--- src/rtl/regbank_pkg.sv ---
package regbank_pkg;
   localparam int unsigned BYTE_W = 8;
   typedef logic [BYTE_W-1:0] byte_t;

   // core register indices; the capture indices are decoded by the read path
   localparam int unsigned CIDX_CTRL    = 0;
   localparam int unsigned CIDX_HOSTSW  = 1;
   localparam int unsigned CIDX_HOSTBTN = 2;
   localparam int unsigned CIDX_LED     = 3;
   localparam int unsigned CIDX_DIG0    = 4;

   // control byte bit positions
   localparam int unsigned CB_SRC  = 0;
   localparam int unsigned CB_RUN  = 1;
   localparam int unsigned CB_STEP = 2;
endpackage

--- src/rtl/hmb_core_regs.sv ---
module hmb_core_regs
   import regbank_pkg::*;
#(
   parameter int unsigned N_CORE   = 16,
   parameter int unsigned N_DIGITS = 4,
   parameter int unsigned SW_W     = 8,
   parameter int unsigned BTN_W    = 4,
   localparam int unsigned IDX_W   = $clog2(N_CORE)
) (
   input  logic                   clk,
   input  logic                   rst,
   input  logic                   wr_en,
   input  logic [IDX_W-1:0]       idx,
   input  byte_t                  wdata,
   input  logic [SW_W-1:0]        phys_sw,
   input  logic [BTN_W-1:0]       phys_btn,
   input  byte_t                  led_in,
   input  logic [N_DIGITS*8-1:0]  seg_in,
   output logic [SW_W-1:0]        user_sw,
   output logic [BTN_W-1:0]       user_btn,
   output logic                   clk_en,
   output byte_t                  rd_val
);
   logic  src_host;
   logic  run_q;
   logic  step_q;
   byte_t host_sw_q;
   byte_t host_btn_q;
   byte_t led_cap;
   byte_t dig_cap [N_DIGITS];

   logic ctrl_wr;
   assign ctrl_wr = wr_en && (idx == IDX_W'(CIDX_CTRL));

   always_ff @(posedge clk) begin
      if (rst) begin
         src_host   <= 1'b0;
         run_q      <= 1'b0;
         step_q     <= 1'b0;
         host_sw_q  <= '0;
         host_btn_q <= '0;
      end else begin
         step_q <= ctrl_wr && wdata[CB_STEP];
         if (ctrl_wr) begin
            src_host <= wdata[CB_SRC];
            run_q    <= wdata[CB_RUN];
         end
         if (wr_en && idx == IDX_W'(CIDX_HOSTSW))  host_sw_q  <= wdata;
         if (wr_en && idx == IDX_W'(CIDX_HOSTBTN)) host_btn_q <= wdata;
      end
   end

   always_ff @(posedge clk) begin
      if (rst) led_cap <= '0;
      else     led_cap <= led_in;
   end

   for (genvar k = 0; k < N_DIGITS; k++) begin : g_dig
      always_ff @(posedge clk) begin
         if (rst) dig_cap[k] <= '0;
         else     dig_cap[k] <= seg_in[k*8 +: 8];
      end
   end

   assign user_sw  = src_host ? host_sw_q[SW_W-1:0]   : phys_sw;
   assign user_btn = src_host ? host_btn_q[BTN_W-1:0] : phys_btn;
   assign clk_en   = run_q | step_q;

   always_comb begin
      rd_val = '0;
      if (idx == IDX_W'(CIDX_CTRL)) begin
         rd_val[CB_SRC]  = src_host;
         rd_val[CB_RUN]  = run_q;
         rd_val[CB_STEP] = step_q;
      end
      if (idx == IDX_W'(CIDX_HOSTSW))  rd_val = host_sw_q;
      if (idx == IDX_W'(CIDX_HOSTBTN)) rd_val = host_btn_q;
      if (idx == IDX_W'(CIDX_LED))     rd_val = led_cap;
      for (int k = 0; k < N_DIGITS; k++) begin
         if (idx == IDX_W'(CIDX_DIG0 + k)) rd_val = dig_cap[k];
      end
   end
endmodule

--- src/rtl/hmb_design_regs.sv ---
module hmb_design_regs
   import regbank_pkg::*;
#(
   parameter int unsigned N_DESIGN = 64,
   localparam int unsigned IDX_W   = $clog2(N_DESIGN)
) (
   input  logic                  clk,
   input  logic                  rst,
   input  logic                  wr_en,
   input  logic [IDX_W-1:0]      idx,
   input  byte_t                 wdata,
   output byte_t                 rd_val,
   output logic [N_DESIGN*8-1:0] regs_flat
);
   byte_t store [N_DESIGN];

   for (genvar i = 0; i < N_DESIGN; i++) begin : g_reg
      always_ff @(posedge clk) begin
         if (rst)                                 store[i] <= '0;
         else if (wr_en && idx == IDX_W'(i))      store[i] <= wdata;
      end
      assign regs_flat[i*8 +: 8] = store[i];
   end

   assign rd_val = store[idx];
endmodule

--- src/rtl/hmb_read_port.sv ---
module hmb_read_port
   import regbank_pkg::*;
(
   input  logic  clk,
   input  logic  rst,
   input  logic  rd_en,
   input  logic  core_hit,
   input  logic  design_hit,
   input  byte_t core_val,
   input  byte_t design_val,
   output byte_t rdata
);
   always_ff @(posedge clk) begin
      if (rst)        rdata <= '0;
      else if (rd_en) rdata <= core_hit   ? core_val   :
                               design_hit ? design_val : '0;
   end
endmodule

--- src/rtl/hostmirror_regbank.sv ---
module hostmirror_regbank
   import regbank_pkg::*;
#(
   parameter int unsigned ADDR_W   = 8,
   parameter int unsigned N_CORE   = 16,
   parameter int unsigned N_DESIGN = 64,
   parameter int unsigned N_DIGITS = 4,
   parameter int unsigned SW_W     = 8,
   parameter int unsigned BTN_W    = 4
) (
   input  logic                  clk,
   input  logic                  rst,
   input  logic                  host_wr,
   input  logic                  host_rd,
   input  logic [ADDR_W-1:0]     host_addr,
   input  logic [7:0]            host_wdata,
   output logic [7:0]            host_rdata,
   input  logic [SW_W-1:0]       phys_sw,
   input  logic [BTN_W-1:0]      phys_btn,
   output logic [SW_W-1:0]       user_sw,
   output logic [BTN_W-1:0]      user_btn,
   output logic                  user_clk_en,
   input  logic [7:0]            disp_led,
   input  logic [N_DIGITS*8-1:0] disp_seg,
   output logic [N_DESIGN*8-1:0] design_q
);
   localparam int unsigned CORE_IDX_W = $clog2(N_CORE);
   localparam int unsigned DES_IDX_W  = $clog2(N_DESIGN);
   localparam int unsigned MAP_END    = N_CORE + N_DESIGN;

   if (SW_W > BYTE_W || BTN_W > BYTE_W) begin : g_bad_width
      $error("switch and button widths must fit in one byte");
   end
   if (N_CORE < CIDX_DIG0 + N_DIGITS || (1 << CORE_IDX_W) != N_CORE) begin : g_bad_core
      $error("core group must be a power of two holding all captures");
   end
   if ((1 << DES_IDX_W) != N_DESIGN || MAP_END > (1 << ADDR_W)) begin : g_bad_map
      $error("design group must be a power of two and the map must fit the address");
   end

   logic [31:0]           addr_ext;
   logic                  core_hit;
   logic                  design_hit;
   logic [CORE_IDX_W-1:0] core_idx;
   logic [DES_IDX_W-1:0]  des_idx;
   byte_t                 core_val;
   byte_t                 des_val;

   assign addr_ext   = 32'(host_addr);
   assign core_hit   = addr_ext < 32'(N_CORE);
   assign design_hit = !core_hit && addr_ext < 32'(MAP_END);
   assign core_idx   = CORE_IDX_W'(host_addr);
   assign des_idx    = DES_IDX_W'(addr_ext - 32'(N_CORE));

   hmb_core_regs #(
      .N_CORE(N_CORE), .N_DIGITS(N_DIGITS), .SW_W(SW_W), .BTN_W(BTN_W)
   ) i_core (
      .clk(clk), .rst(rst),
      .wr_en(host_wr && core_hit), .idx(core_idx), .wdata(host_wdata),
      .phys_sw(phys_sw), .phys_btn(phys_btn),
      .led_in(disp_led), .seg_in(disp_seg),
      .user_sw(user_sw), .user_btn(user_btn), .clk_en(user_clk_en),
      .rd_val(core_val)
   );

   hmb_design_regs #(.N_DESIGN(N_DESIGN)) i_design (
      .clk(clk), .rst(rst),
      .wr_en(host_wr && design_hit), .idx(des_idx), .wdata(host_wdata),
      .rd_val(des_val), .regs_flat(design_q)
   );

   hmb_read_port i_rport (
      .clk(clk), .rst(rst), .rd_en(host_rd),
      .core_hit(core_hit), .design_hit(design_hit),
      .core_val(core_val), .design_val(des_val),
      .rdata(host_rdata)
   );
endmodule

--- config.mk ---
export PLATFORM = sky130hd
export DESIGN_NAME = hostmirror_regbank
export DESIGN_NICKNAME = d
export VERILOG_FILES = /design/src/rtl/regbank_pkg.sv /design/src/rtl/hmb_core_regs.sv /design/src/rtl/hmb_design_regs.sv /design/src/rtl/hmb_read_port.sv /design/src/rtl/hostmirror_regbank.sv
export SDC_FILE = /design/constraint.sdc
export NUM_CORES = 1
export LEC_CHECK = 0
export BUFFER_PORTS_ARGS = -buffer_cell sky130_fd_sc_hd__buf_2
export CAP_MARGIN = 20
export CORE_ASPECT_RATIO = 0.7
export CORE_UTILIZATION = 35
export DETAILED_ROUTE_END_ITERATION = 16
export GPL_ROUTABILITY_DRIVEN = 0
export SKIP_CTS_REPAIR_TIMING = 1
export SLEW_MARGIN = 30
export SYNTH_ARGS = -nofsm -noshare
export SYNTH_HDL_FRONTEND = slang
export SYNTH_HIERARCHICAL = 1
export SYNTH_SLANG_ARGS = --single-unit
--- constraint.sdc ---
create_clock -name clk -period 2.6 [get_ports clk]
set_clock_uncertainty 0.1 [all_clocks]
set_input_delay 0 -clock clk [delete_from_list [all_inputs] [get_ports clk]]
set_output_delay 0 -clock clk [all_outputs]
set_load 0.005 [all_outputs]
* Yosys cells after proc, flatten, opt, wreduce, memory -nomap -nowiden *
Memory sizes are Yosys's and may differ from the RTL's.
Index checks and enable logic that the tools add are counted.

operators by class
  add/subtract/negate cells = 1
  multipliers = 0
  div/mod/pow operators = 0
  magnitude comparators = 2
  equal/unequal tests = 70
  shift operators = 0
  multiplexer cells = 275
  bitwise gates (word level) = 69
  reductions and logical operators = 74

operators by type and width
  kind                                                         count
  2-to-1 mux 8 bit                                             78
  2-to-1 mux 1 bit                                             195
  == test 6 bit (second input constant)                        32
  == test 6 x 5 -> 1 bit (second input constant)               16
  logical AND 1 bit                                            71
  OR 1 bit                                                     69
  == test 6 x 4 -> 1 bit (second input constant)               8
  == test 6 x 3 -> 1 bit (second input constant)               4
  == test 4 x 3 -> 1 bit (second input constant)               4
  == test 6 x 2 -> 1 bit (second input constant)               2
  == test 4 x 2 -> 1 bit (second input constant)               2
  less-than comparator 8 x 5 -> 1 bit (second input constant)  1
  less-than comparator 8 x 7 -> 1 bit (second input constant)  1
  == test 6 x 1 -> 1 bit (second input constant)               1
  zero test 6 bit                                              1
  subtractor 6 x 5 -> 6 bit (second input constant)            1
  == test 4 x 1 -> 1 bit (second input constant)               1
  zero test 4 bit                                              1
  2-to-1 mux 4 bit                                             1
  2-to-1 mux 3 bit                                             1
  zero test 1 bit                                              1

storage, ports and cells
  flip-flop bits (word level) = 35
  latch bits = 0
  RAM bits = 544
  bits in read-only memories = 0
  word-level logic and storage cells = 500
  memories = 2

memory list
  name            depth  bits a word  read ports  clocked after memory_dff  wr ports  RTL line               text
  i_design.store  64     8            65          0                         64        hmb_design_regs.sv:15  byte_t store [N_DESIGN];
  i_core.dig_cap  4      8            4           0                         4         hmb_core_regs.sv:30    byte_t dig_cap [N_DIGITS];

* Depth between registers and ports, before layout *
  depth after elaboration = 10
  depth in mapped cells = 9

* Modules after synthesis *
Netlist, hierarchy kept.

modules (own cells, without submodules)
  module              times used  cells an instance  area each (µm²)  sequential area each (µm²)
  hmb_design_regs     1           1542               23582.6          15374.7
  hmb_core_regs       1           249                2508.7           1181.1
  hmb_read_port       1           45                 386.6            160.2
  hostmirror_regbank  1           11                 60.1             0.0

* Least setup slack after synthesis *
Ideal clock, no wire load.

  path kind = input to register
  from = in host_addr[1]
  to = reg i_rport.rdata[4]
  arrival time = 1.854 ns
  setup slack = 0.517 ns
  cell stages on the path = 9
  buffers on the path = 3
  path through = buf_2 > buf_2 > buf_1 > mux4_2 > a22oi_1 > a21oi_1 > or4_1 > nand3b_1 > a311oi_1

on the way
  elaborated cells on any way between the ends = 22

RTL lines
  item                       RTL line                  text
  start, declared            hostmirror_regbank.sv:15  input logic [ADDR_W-1:0] host_addr,
  subtractor 6 x 5 -> 6 bit  hostmirror_regbank.sv:53  assign des_idx = DES_IDX_W'(addr_ext - 32'(N_CORE));
  memory read (64 x 8 bit)   -
  net des_val[4]             hostmirror_regbank.sv:47  byte_t des_val;
  2-to-1 mux 8 bit           hmb_read_port.sv:16       design_hit ? design_val : '0;
  2-to-1 mux 8 bit           hmb_read_port.sv:15       else if (rd_en) rdata <= core_hit ? core_val :
  end signal, assigned       hmb_read_port.sv:15
  end, declared              hmb_read_port.sv:11       output byte_t rdata

The timed path passes the listed nets, and every way through them passes these cells.
A chain may end at the register's enable or synchronous reset.

==> results.md <==
- Clock latency on the worst-skew pair: roughly 0.65 ns
- Rows: 84
- Die Y: 232 µm
- Clock H-tree levels: 2
- Routed WL per cell: 29.4 µm
- Power share of the combinational group: 11.4%
- Relative slew slack: 39.6%
- Post-synthesis sequential area ratio: 63.0%
- Setup CP Type: register to register
- VDD IR max: about 500 µV
- Global-route wire length before repair: 144000 µm
- Hpwl dp: 80500 µm
- Detail Route Antenna Nets: 0
- Syn Inst Count: 1847
- Vias per inst: 5.47
- Largest net degree at the start of global routing: 72
- Gr usage total: a little over a quarter
- Overall power: 21.7 mW
- #FFs+latches synth: 579
- Share of cells above drive strength 1: approximately two fifths
- Vias: 19945
- Fmax: 0.406 GHz
- RSZ-0062 raised after global routing: no
- Net Sw Frac: 25.3%
- Setup violators final: 0
- Power share of the clock group: approximately 38%
- Reg clk slew, reported paths: 0.07 ns
- Initial antenna violation count: 9
- Syn nets: 1920
- Crit-path max FO: 2
- DP Area: 31800 µm²
- PwrDens: 633 nW/µm²
- CP arrival: 2.85 ns
- Setup_tns: 0 ns
- Main synth FF type: edfxtp_1
- Worst Path Required: 2.99 ns
- Crit share post-route: between 90% and 100%
- Syn-to-layout area delta: 29.0%
- Fillers: just under 7000
- Tmin final: roughly 2.5 ns
- CTS Buf Count: 59
- Synthesized cell area: between 20000 and 30000 µm²
- Die area: about 77000 µm²
- Syn_area_per_cell: 14.4 µm²
- Max Cap Viol: 0
- Ys Warns: 6
- Int Power: 16.2 mW
- Final nets: 2685
- Final setup margin: between 0.1 and 0.15 ns
- Worst-margin pin slew: 0.905 ns
- Residual DRC: 0
- IO Pins: 605
- Commonest non-fill, non-tap cells in the layout: 601 x buf_2, 514 x and2_1, 512 x edfxtp_1
- Post-synth ARST share: 0%
- Fin. Hold Viols: 0
- Share of power burned in registers: about 51%
- Vias in the first global route: 18889
- Area contributors post-synth: edfxtp_1 58%, and2_1 12%, mux4_2 11%, dfxtp_1 5.1%, a22oi_1 1.9%
- Total wire length: 107000 µm
- IO Port Bufs: slightly above 600
- CP Launch Type: register
- Final instance area: 34200 µm²
- CTS tree: built
- Setup WS pre-CTS: -0.217 ns
- Status: complete, no violations
- Grt ovf: 0
- Core ar.: between 70000 and 80000 µm²
- Max-slew violations: 0
- HP Class: input pin to register
- Yosys top cell by area: edfxtp_1
- Area share of the leading cell type in the synthesized netlist: 57.9%
- Die X: 331 µm
- Initial DRC count: 2077
- Drt first pass iters: 6
- Num Clock Sinks: 579
- Initial Util: between 30% and 40%
- Commonest non-fill, non-tap cell in the layout: buf_2
- Number of distinct library cells after synthesis: 49
- Worst-case clock buffer depth: 3
- CTS root buf: clkbuf_16
- Post-synth EDFFs: 512
- Switching power: approximately 5.5 mW
- Leak pwr: ~13 nW
- Setup crit end kind: register
-- worst max-delay path, cell delays in order, from the launching register on --
cell and delay, ns:
edfxtp_1 0.49, mux4_2 0.52, a22oi_1 0.26, a21oi_1 0.20
or4_1 0.55, nand3b_1 0.10, a311oi_1 0.09
-- state kept, by name, indices dropped and copies added (netlist names) --
| name | flops |
|---|---|
| i_core/led_cap | 8 |
| i_core/dig_cap | 32 |
| i_rport/rdata | 8 |
| i_core/step_q | 1 |
| i_core/host_sw_q | 8 |
| i_core/host_btn_q | 8 |
| i_design/store | 512 |
| i_core/run_q | 1 |
| i_core/src_host | 1 |
-- logic make-up after synthesis --
family / share of synthesized area (%)
DFF: 63.0
AOI/OAI and AO/OA: 5.31
adders and majority gates: 0.0471
xor gates and xnor gates: 0.0330
muxes: 12.7
buffers and inverters: 2.48
and+or+nand+nor: 16.5
-- synth_stat cells, types with 2 or more instances --
cell	number
o221ai_1	2
a222oi_1	2
nor2b_1	54
mux2i_1	29
clkbuf_1	98
a22o_1	3
a311oi_1	8
a21boi_0	2
and2_1	514
mux2_2	17
buf_2	14
o21ai_0	6
a22oi_1	66
nor2_1	101
edfxtp_1	512
buf_1	13
nor3b_1	2
or4_1	8
nand2b_1	9
or2_2	2
nand3_1	6
o21bai_1	65
dfxtp_1	67
a21oi_1	35
nand2_1	37
mux4_2	128
inv_1	4
buf_4	5
nand3b_1	8
o31ai_1	2
buf_6	10
-- stage by stage --
step / hold slack (ns) / instances / util [%]
final: 0.00196 / 3646 / 45.6
after CTS: -0.565 / 3585 / 44.9
after global placement: 0.119 / 3482 / 42.4
after detailed placement: 0.112 / 3482 / 42.4
after global routing: 0.0171 / 3643 / 45.6
after floorplan: 0.0282 / 1847 / -
-- power groups by stage --
stage          sequential, mW  combinational [mW]  clock (mW)
2_1_floorplan            11.0               0.978           0
3_3_place_gp             11.2                2.37           0
3_5_place_dp             11.2                2.38           0
4_1_cts                  11.0                2.39        8.33
5_1_grt                  11.0                2.60        8.66
6_report                 11.0                2.47        8.21
-- routing by layer --
layer  up-vias  GRT usage (%)  share of wire [%]
met5         -              0              0.038
met4         6           7.57                2.9
met3       166           9.03                 11
met2      1213           40.3                 45
met1     10231           36.7                 41
li1       8329              -                  -
-- final cells by class --
type	count	area, µm²	share of cell area, %
timing repair buffer	845	5270	15.4
tap	989	1240	3.61
clock inverter	29	216	0.632
multi-input combinational	1123	9190	26.8
sequential	579	16700	48.8
inverter	4	15.0	0.0438
clock buffer	74	1600	4.66
antenna	3	7.51	0.0219
-- final timing paths --
| kind | from | end | slack (ns) | cells past startpoint |
|---|---|---|---|---|
| worst min-delay path | host_wdata[1] | i_core/host_sw_q[1] | 0.002 | 3 |
| worst max register to register | i_design/store[51][3] | i_rport/rdata[3] | 0.14 | 6 |
| worst min register to register | i_rport/rdata[1] | i_rport/rdata[1] | 0.40 | 2 |
| worst max-delay path | i_design/store[51][3] | i_rport/rdata[3] | 0.14 | 6 |
(Power assumes the default switching activity.)
